`src/rtl/sacs_pkg.sv`:
```
package sacs_pkg;

  localparam int POLY_A = 'o171;
  localparam int POLY_B = 'o133;

  // Field number of the branch from predecessor pred to a state whose
  // newest input bit is bit_in, for a window of k bits.
  function automatic int branch_code(input int pred, input int bit_in, input int k);
    logic [31:0] win;
    logic        pa;
    logic        pb;
    win = 32'(((pred << 1) | bit_in) & ((1 << k) - 1));
    pa  = ^(win & 32'(POLY_A));
    pb  = ^(win & 32'(POLY_B));
    return (int'(pa) << 1) | int'(pb);
  endfunction

  // Candidate sum: optional one-unit deduction, then add, then clip.
  function automatic int acs_sum(input int sm, input int bm, input logic dec, input int cap);
    int base;
    base = (dec && sm != 0) ? sm - 1 : sm;
    base = base + bm;
    return (base > cap) ? cap : base;
  endfunction

endpackage

```
`src/rtl/sacs_node.sv`:
```
module sacs_node
  import sacs_pkg::*;
#(
  parameter int MW      = 3,
  parameter int BMW     = 3,
  parameter int CAP     = 7,
  parameter int RST_VAL = 7
) (
  input  logic           clk,
  input  logic           rst_n,
  input  logic           en_i,
  input  logic           dec_i,
  input  logic [MW-1:0]  sm_lo_i,
  input  logic [MW-1:0]  sm_hi_i,
  input  logic [BMW-1:0] bm_lo_i,
  input  logic [BMW-1:0] bm_hi_i,
  output logic [MW-1:0]  sm_o,
  output logic           lw_o,
  output logic [MW-1:0]  nxt_o
);

  logic [MW-1:0] cand_lo;
  logic [MW-1:0] cand_hi;
  logic          pick_hi;

  always_comb begin
    cand_lo = MW'(acs_sum(int'(sm_lo_i), int'(bm_lo_i), dec_i, CAP));
    cand_hi = MW'(acs_sum(int'(sm_hi_i), int'(bm_hi_i), dec_i, CAP));
    pick_hi = (cand_hi < cand_lo);
    nxt_o   = pick_hi ? cand_hi : cand_lo;
  end

  always_ff @(posedge clk) begin
    if (!rst_n) begin
      sm_o <= MW'(RST_VAL);
      lw_o <= 1'b0;
    end else if (en_i) begin
      sm_o <= nxt_o;
      lw_o <= pick_hi;
    end
  end

  // both predecessors at the ceiling and no deduction keep the node at the ceiling
  p_sat_hold_r4: assert property (@(posedge clk) disable iff (!rst_n)
    (en_i && !dec_i && sm_lo_i == MW'(CAP) && sm_hi_i == MW'(CAP)) |=> (sm_o == MW'(CAP)));

endmodule

```
`src/rtl/sacs_zero_pick.sv`:
```
module sacs_zero_pick #(
  parameter int NS = 64,
  parameter int MW = 3,
  parameter int IW = 6
) (
  input  logic [MW-1:0] met_i [NS],
  output logic          any_o,
  output logic [IW-1:0] idx_o
);

  logic [NS-1:0] is_zero;

  for (genvar s = 0; s < NS; s++) begin : g_flag
    assign is_zero[s] = (met_i[s] == '0);
  end

  always_comb begin
    any_o = |is_zero;
    idx_o = '0;
    for (int s = NS - 1; s >= 0; s--) begin
      if (is_zero[s]) idx_o = IW'(s);
    end
  end

endmodule

```
`src/rtl/sacs_gw_reg.sv`:
```
module sacs_gw_reg #(
  parameter int IW = 6
) (
  input  logic          clk,
  input  logic          rst_n,
  input  logic          en_i,
  input  logic          any_zero_i,
  input  logic [IW-1:0] idx_i,
  output logic          gw_valid_o,
  output logic [IW-1:0] gw_idx_o,
  output logic          dec_o,
  output logic          upd_o
);

  always_ff @(posedge clk) begin
    if (!rst_n) begin
      gw_valid_o <= 1'b0;
      gw_idx_o   <= '0;
      dec_o      <= 1'b0;
      upd_o      <= 1'b0;
    end else begin
      upd_o <= en_i;
      if (en_i) begin
        gw_valid_o <= any_zero_i;
        gw_idx_o   <= any_zero_i ? idx_i : '0;
        dec_o      <= !any_zero_i;
      end
    end
  end

  // after an update, a result is either qualified or a deduction is pending
  p_gwv_vs_dec_r6: assert property (@(posedge clk) disable iff (!rst_n)
    upd_o |-> (gw_valid_o != dec_o));

  // a pending deduction survives idle cycles unchanged
  p_dec_held_r7: assert property (@(posedge clk) disable iff (!rst_n)
    !en_i |=> $stable(dec_o));

endmodule

```
`src/rtl/sacs_array.sv`:
```
module sacs_array
  import sacs_pkg::*;
#(
  parameter int K   = 7,
  parameter int MW  = 3,
  parameter int BMW = 3,
  parameter int CAP = 7
) (
  input  logic                          clk,
  input  logic                          rst_n,
  input  logic                          bm_valid_i,
  input  logic [4*BMW-1:0]              bm_i,
  output logic [(1 << (K - 1)) - 1:0]   lw_o,
  output logic [K-2:0]                  gw_idx_o,
  output logic                          gw_valid_o,
  output logic                          upd_o
);

  localparam int NS   = 1 << (K - 1);
  localparam int IW   = K - 1;
  localparam int HALF = NS / 2;

  logic [MW-1:0] sm_q  [NS];
  logic [MW-1:0] sm_nx [NS];
  logic          dec_pend;
  logic          any_zero;
  logic [IW-1:0] zero_idx;
  logic          cur_any_zero;

  for (genvar s = 0; s < NS; s++) begin : g_node
    localparam int PLO = s >> 1;
    localparam int PHI = PLO + HALF;
    localparam int CLO = branch_code(PLO, s % 2, K);
    localparam int CHI = branch_code(PHI, s % 2, K);

    sacs_node #(
      .MW      (MW),
      .BMW     (BMW),
      .CAP     (CAP),
      .RST_VAL ((s == 0) ? 0 : CAP)
    ) u_node (
      .clk     (clk),
      .rst_n   (rst_n),
      .en_i    (bm_valid_i),
      .dec_i   (dec_pend),
      .sm_lo_i (sm_q[PLO]),
      .sm_hi_i (sm_q[PHI]),
      .bm_lo_i (bm_i[CLO*BMW +: BMW]),
      .bm_hi_i (bm_i[CHI*BMW +: BMW]),
      .sm_o    (sm_q[s]),
      .lw_o    (lw_o[s]),
      .nxt_o   (sm_nx[s])
    );
  end

  sacs_zero_pick #(
    .NS (NS),
    .MW (MW),
    .IW (IW)
  ) u_pick (
    .met_i (sm_nx),
    .any_o (any_zero),
    .idx_o (zero_idx)
  );

  sacs_gw_reg #(
    .IW (IW)
  ) u_gw (
    .clk        (clk),
    .rst_n      (rst_n),
    .en_i       (bm_valid_i),
    .any_zero_i (any_zero),
    .idx_i      (zero_idx),
    .gw_valid_o (gw_valid_o),
    .gw_idx_o   (gw_idx_o),
    .dec_o      (dec_pend),
    .upd_o      (upd_o)
  );

  always_comb begin
    cur_any_zero = 1'b0;
    for (int s = 0; s < NS; s++) begin
      if (sm_q[s] == '0) cur_any_zero = 1'b1;
    end
  end

  // the reported best state really holds a zero metric
  p_gw_zero_r5: assert property (@(posedge clk) disable iff (!rst_n)
    gw_valid_o |-> (sm_q[gw_idx_o] == '0));

  // a deduction is only pending while every metric is at least 1
  p_dec_nonzero_r6: assert property (@(posedge clk) disable iff (!rst_n)
    dec_pend |-> !cur_any_zero);

  // idle cycles leave the outputs unchanged and the strobe low
  p_idle_hold_r9: assert property (@(posedge clk) disable iff (!rst_n)
    !bm_valid_i |=> ($stable(lw_o) && $stable(gw_idx_o) && $stable(gw_valid_o) && !upd_o));

endmodule

```
`config.mk`:
```
export PLATFORM = sky130hd
export DESIGN_NAME = sacs_array
export DESIGN_NICKNAME = d
export VERILOG_FILES = /design/src/rtl/sacs_pkg.sv /design/src/rtl/sacs_node.sv /design/src/rtl/sacs_zero_pick.sv /design/src/rtl/sacs_gw_reg.sv /design/src/rtl/sacs_array.sv
export SDC_FILE = /design/constraint.sdc
export NUM_CORES = 2
export LEC_CHECK = 0
export BUFFER_PORTS_ARGS = -buffer_cell sky130_fd_sc_hd__buf_2
export CORE_MARGIN = 4
export CORE_UTILIZATION = 52
export CTS_CLUSTER_DIAMETER = 60
export DETAILED_ROUTE_END_ITERATION = 10
export PLACE_DENSITY = 0.7
export SLEW_MARGIN = 20
export SYNTH_ARGS = -nofsm -noshare
export SYNTH_HDL_FRONTEND = slang
export SYNTH_SLANG_ARGS = --single-unit
```
`constraint.sdc`:
```
create_clock -name clk -period 6.9 [get_ports clk]
set_input_delay 0.345 -clock clk [delete_from_list [all_inputs] [get_ports clk]]
set_output_delay 0.345 -clock clk [all_outputs]
set_load 0.05 [all_outputs]
```
==> results by group <==
Run
  • Number of max-cap violations: 0

Worst setup path
  • Worst setup endpoint: u_gw.gw_idx_o[0]
  • Crit Reg-Reg Endpoint: u_gw.gw_idx_o[0]
  • Crit-path max cell delay: 610 ps
  • Path length in cells of the critical path: 24
  • Critical Setup Path Class: reg2reg
  • Reg2reg path depth: 24
  • Critical path's slowest cell: sky130_fd_sc_hd__o311ai_1
  • Crit path max fanout: 45
  • Critical path arrival: 7170 ps
  • Critical path launch point: u_gw.dec_o
  • Cell repeated most along the worst path: sky130_fd_sc_hd__o21ai_0
  • Worst setup EP type: register
  • Critical-path cell list: buf_12, o21ai_0, o21ai_0, inv_1, fa_1, nor2b_1, o21ai_0, ha_1, nor4bb_1, and4b_1, o311ai_1, and2_0, nand2b_1, ha_1, inv_1, a21oi_1, a211oi_1, a41o_1, o311ai_1, nand3_1, nor4_4, nand4b_2, a31o_1, o211a_1
  • Worst reg-to-reg setup slack: 270 ps
  • CP required: 7440 ps
  • Startpoint of the worst register-to-register path: u_gw.dec_o
  • Number of buffers and inverters on the critical path: 3
  • Kind of cell adding the most delay to the critical path: compound AO/OA/AOI/OAI gates
  • Type of origin of the critical path: register

Die
  • Full die area: 118300 µm²
  • Core box area: 112300 µm²
  • Number of standard-cell rows in the floorplan: 123
  • Die boundary height: 344 µm
  • Boundary Pins: 87
  • Die width: 344 µm
  • Initial core utilization: 52.26%

Timing
  • Final slew viol count: 0
  • Unrepaired setup endpoints after global routing: false
  • Post-layout min period: 6629 ps
  • Worst-Margin Slew: 1190 ps
  • Portion of the clock cycle consumed by the worst path in the final layout: 96.07%
  • Setup violators final: 0
  • Worst slack on hold paths: 51.79 ps
  • Relative slew margins: 20.40%
  • Final hold violation count: 0
  • Post-route setup TNS: 0 ps
  • Peak Freq: 150.9 MHz
  • Worst clock skew on the final layout: 34.36 ps

Routing
  • Number of violations reported at the end of detailed-routing iteration 0: 3600
  • ANT nets after route: 0
  • DR pass1 iterations: 6
  • Avg WL per Cell: 18.61 µm
  • Via count: 53.29k
  • Number of DRC violations after detailed routing: 0
  • Vias per inst: 5.970
  • Wirelength, routed: 166.1 mm

Placed design
  • Number of buffers added on ports: 86
  • Final HPWL DP: 130.9 mm
  • Last weighted congestion value of the routability-driven placer: 0.9395

Logic synthesis
  • Average footprint of a synthesized cell: 8.040 µm²
  • Share of the yosys chip area belonging to registers: 9.037%
  • Syn_nets: 9036
  • Async set or reset register ratio after synthesis: 0%
  • Number of cells produced by synthesis: 7302
  • Prevailing post-synth register cell: sky130_fd_sc_hd__dfxtp_1
  • Synth unique cells: 109
  • Number of synthesized flops with an enable pin: 0
  • Synthesis-stage register bit count: 265
  • Yosys warning total: 0
  • Netlist area before placement: 58710 µm²

Hold path
  • Startpoint of the worst hold path: rst_n
  • Hold crit path type: in2reg

CTS
  • CTS tree: done
  • Quantity of hold-fixing buffers added after cts: 0
  • H-Tree Depth: 2
  • Source-to-sink clock delay at the later pin of the worst-skew pair: 680 ps
  • Root Buffer Master: sky130_fd_sc_hd__clkbuf_16
  • Clock Pin Slew Worst Setup and Hold Paths: 50 ps
  • Maximum buffer depth of the clock tree: 3
  • Clock net sink count: 265
  • Number of clock buffers inserted by TritonCTS: 54

Pwr
  • Areal power density over the cells: 302.2 nW/µm²
  • Worst vdd ir: 0.2477 mV
  • LEAKAGE: 0.03129 µW

Cells and area
  • Layout Area Growth over Synthesis: 7.526%
  • Net count of the finished layout: 9114
  • Fraction of layout instances using a drive strength above 1: 6.424%
  • # fillers: 10.30k
  • Post-layout util: 56.19%

Global route
  • Vias in the first global route: 49.60k
  • Maximum number of pins on one net before global-route repair: 149
  • Initial antenna violation count: 1
  • Overflow left after global routing: 0
  • Overall Global Routing Usage: 27.20%
  • Wire length of the first global-routing pass: 261.3 mm

Outcome
  • Outcome: finished, final reports clean
-- flip-flops by register name, indices dropped and copies added (netlist names) --
register / count
u_gw.dec_o: 1
u_gw.gw_idx_o: 6
g_node.u_node.lw_o: 64
u_gw.upd_o: 1
g_node.u_node.sm_o: 192
u_gw.gw_valid_o: 1
-- how the worst min path moves through the flow --
stage / cells past startpoint / slack, ps / end
after floorplan: 2 / 440 / g_node[11].u_node.lw_o
after global placement: 2 / 450 / g_node[11].u_node.lw_o
after detailed placement: 2 / 450 / g_node[17].u_node.lw_o
after CTS: 2 / 10 / g_node[38].u_node.sm_o[2]
after global routing: 2 / 30 / g_node[38].u_node.sm_o[2]
final: 2 / 50 / g_node[38].u_node.sm_o[2]
-- worst reg2reg max path: stages, from the launching register on --
cell and delay (ps):
sky130_fd_sc_hd__dfxtp_4 470, sky130_fd_sc_hd__buf_12 270, sky130_fd_sc_hd__o21ai_0 210, sky130_fd_sc_hd__o21ai_0 360, sky130_fd_sc_hd__inv_1 160, sky130_fd_sc_hd__fa_1 440
sky130_fd_sc_hd__nor2b_1 180, sky130_fd_sc_hd__o21ai_0 150, sky130_fd_sc_hd__ha_1 220, sky130_fd_sc_hd__nor4bb_1 280, sky130_fd_sc_hd__and4b_1 230, sky130_fd_sc_hd__o311ai_1 140
sky130_fd_sc_hd__and2_0 270, sky130_fd_sc_hd__nand2b_1 190, sky130_fd_sc_hd__ha_1 300, sky130_fd_sc_hd__inv_1 60, sky130_fd_sc_hd__a21oi_1 330, sky130_fd_sc_hd__a211oi_1 90
sky130_fd_sc_hd__a41o_1 230, sky130_fd_sc_hd__o311ai_1 610, sky130_fd_sc_hd__nand3_1 350, sky130_fd_sc_hd__nor4_4 420, sky130_fd_sc_hd__nand4b_2 200, sky130_fd_sc_hd__a31o_1 240
sky130_fd_sc_hd__o211a_1 120
-- cell usage in the layout, fill, tap and decap left out, drive strengths merged, types with 55 or more instances in the layout --
cell type  count
a211oi        57
a21o         141
a21oi        355
a31oi         55
buf          218
clkbuf        62
dfxtp        265
fa           128
ha          1591
inv          691
mux2          55
mux2i        136
nand2        657
nand2b       290
nand3         68
nor2         377
nor2b        311
nor3          90
nor4          82
nor4b         88
nor4bb        80
o211ai        75
o21ai        658
xnor2         65
xor2          63
-- cell usage after synthesis, drive strengths merged, types with 57 or more instances --
cell       n  area share, %
nand2    657            4.2
mux2i    136            2.3
clkbuf   111           0.71
inv      676            4.3
nor4bb    80            1.4
nand3     68           0.58
nand2b   290            3.1
a21o     141            1.8
o211ai    75           0.98
a21oi    355            3.0
dfxtp    265            9.0
o21ai    658            5.6
buf       86           0.99
ha      1591             34
xor2      63           0.94
fa       128            4.4
nor4b     88            1.3
nor2b    311            3.3
a211oi    57           0.74
xnor2     65           0.97
nor3      90           0.77
nor4      82           0.91
nor2     377            2.4
-- final cells by class --
type	instances	area (µm²)	share of cell area, %
Sequential cell	265	5309	8.410
Inverter	681	2566	4.065
Tap cell	1500	1877	2.973
Timing Repair Buffer	219	1610	2.551
Clock buffer	61	1418	2.246
Multi-Input combinational cell	6159	49910	79.06
Antenna cell	1	2.502	0.003964
Clock inverter	40	434.2	0.6878
-- timing repair --
action / in CTS / in global routing
gates resized for setup: 0 / 19
endpoints found under the setup margin: 0 / 7
buffers inserted: 0 / 2
-- per-stage QoR --
stage | power (µW) | setup slack, ps | area (µm²) | instances
2_1_floorplan | 12490 | 359.4 | 58710 | 7302
3_3_place_gp | 15680 | 437.2 | 61200 | 8822
3_5_place_dp | 16010 | 289.7 | 61200 | 8822
4_1_cts | 18910 | 261.0 | 63050 | 8923
5_1_grt | 20790 | 1.598 | 63120 | 8925
6_report | 19080 | 271.0 | 63120 | 8926
-- kinds of logic after synthesis --
logic type      count (synthesis)  share of synthesized area [%]
buf+inv                       878                          6.053
fa+ha+maj                    1721                          38.31
compound gates               1702                          18.28
xor+xnor                      128                          1.910
simple gates                 2417                          23.04
mux                           191                          3.374
flops                         265                          9.037
-- metal layers --
layer | GRT usage (%) | up-vias | wire (µm)
met5 | 0 | - | 0
li1 | - | 26420 | -
met2 | 44.68 | 1373 | 73410
met4 | 9.483 | 0 | 6568
met1 | 37.13 | 25200 | 76530
met3 | 2.776 | 289 | 9628
-- power by group --
| part | internal, µW | leakage (µW) | total [µW] | switching, µW |
|---|---|---|---|---|
| clock | 1660 | 0.000901 | 2770 | 1110 |
| sequential | 2030 | 0.00218 | 2500 | 475 |
| combinational | 5310 | 0.0282 | 13800 | 8490 |
| total | 9000 | 0.0313 | 19100 | 10100 |
No activity file was read; power rests on OpenSTA's default activity.
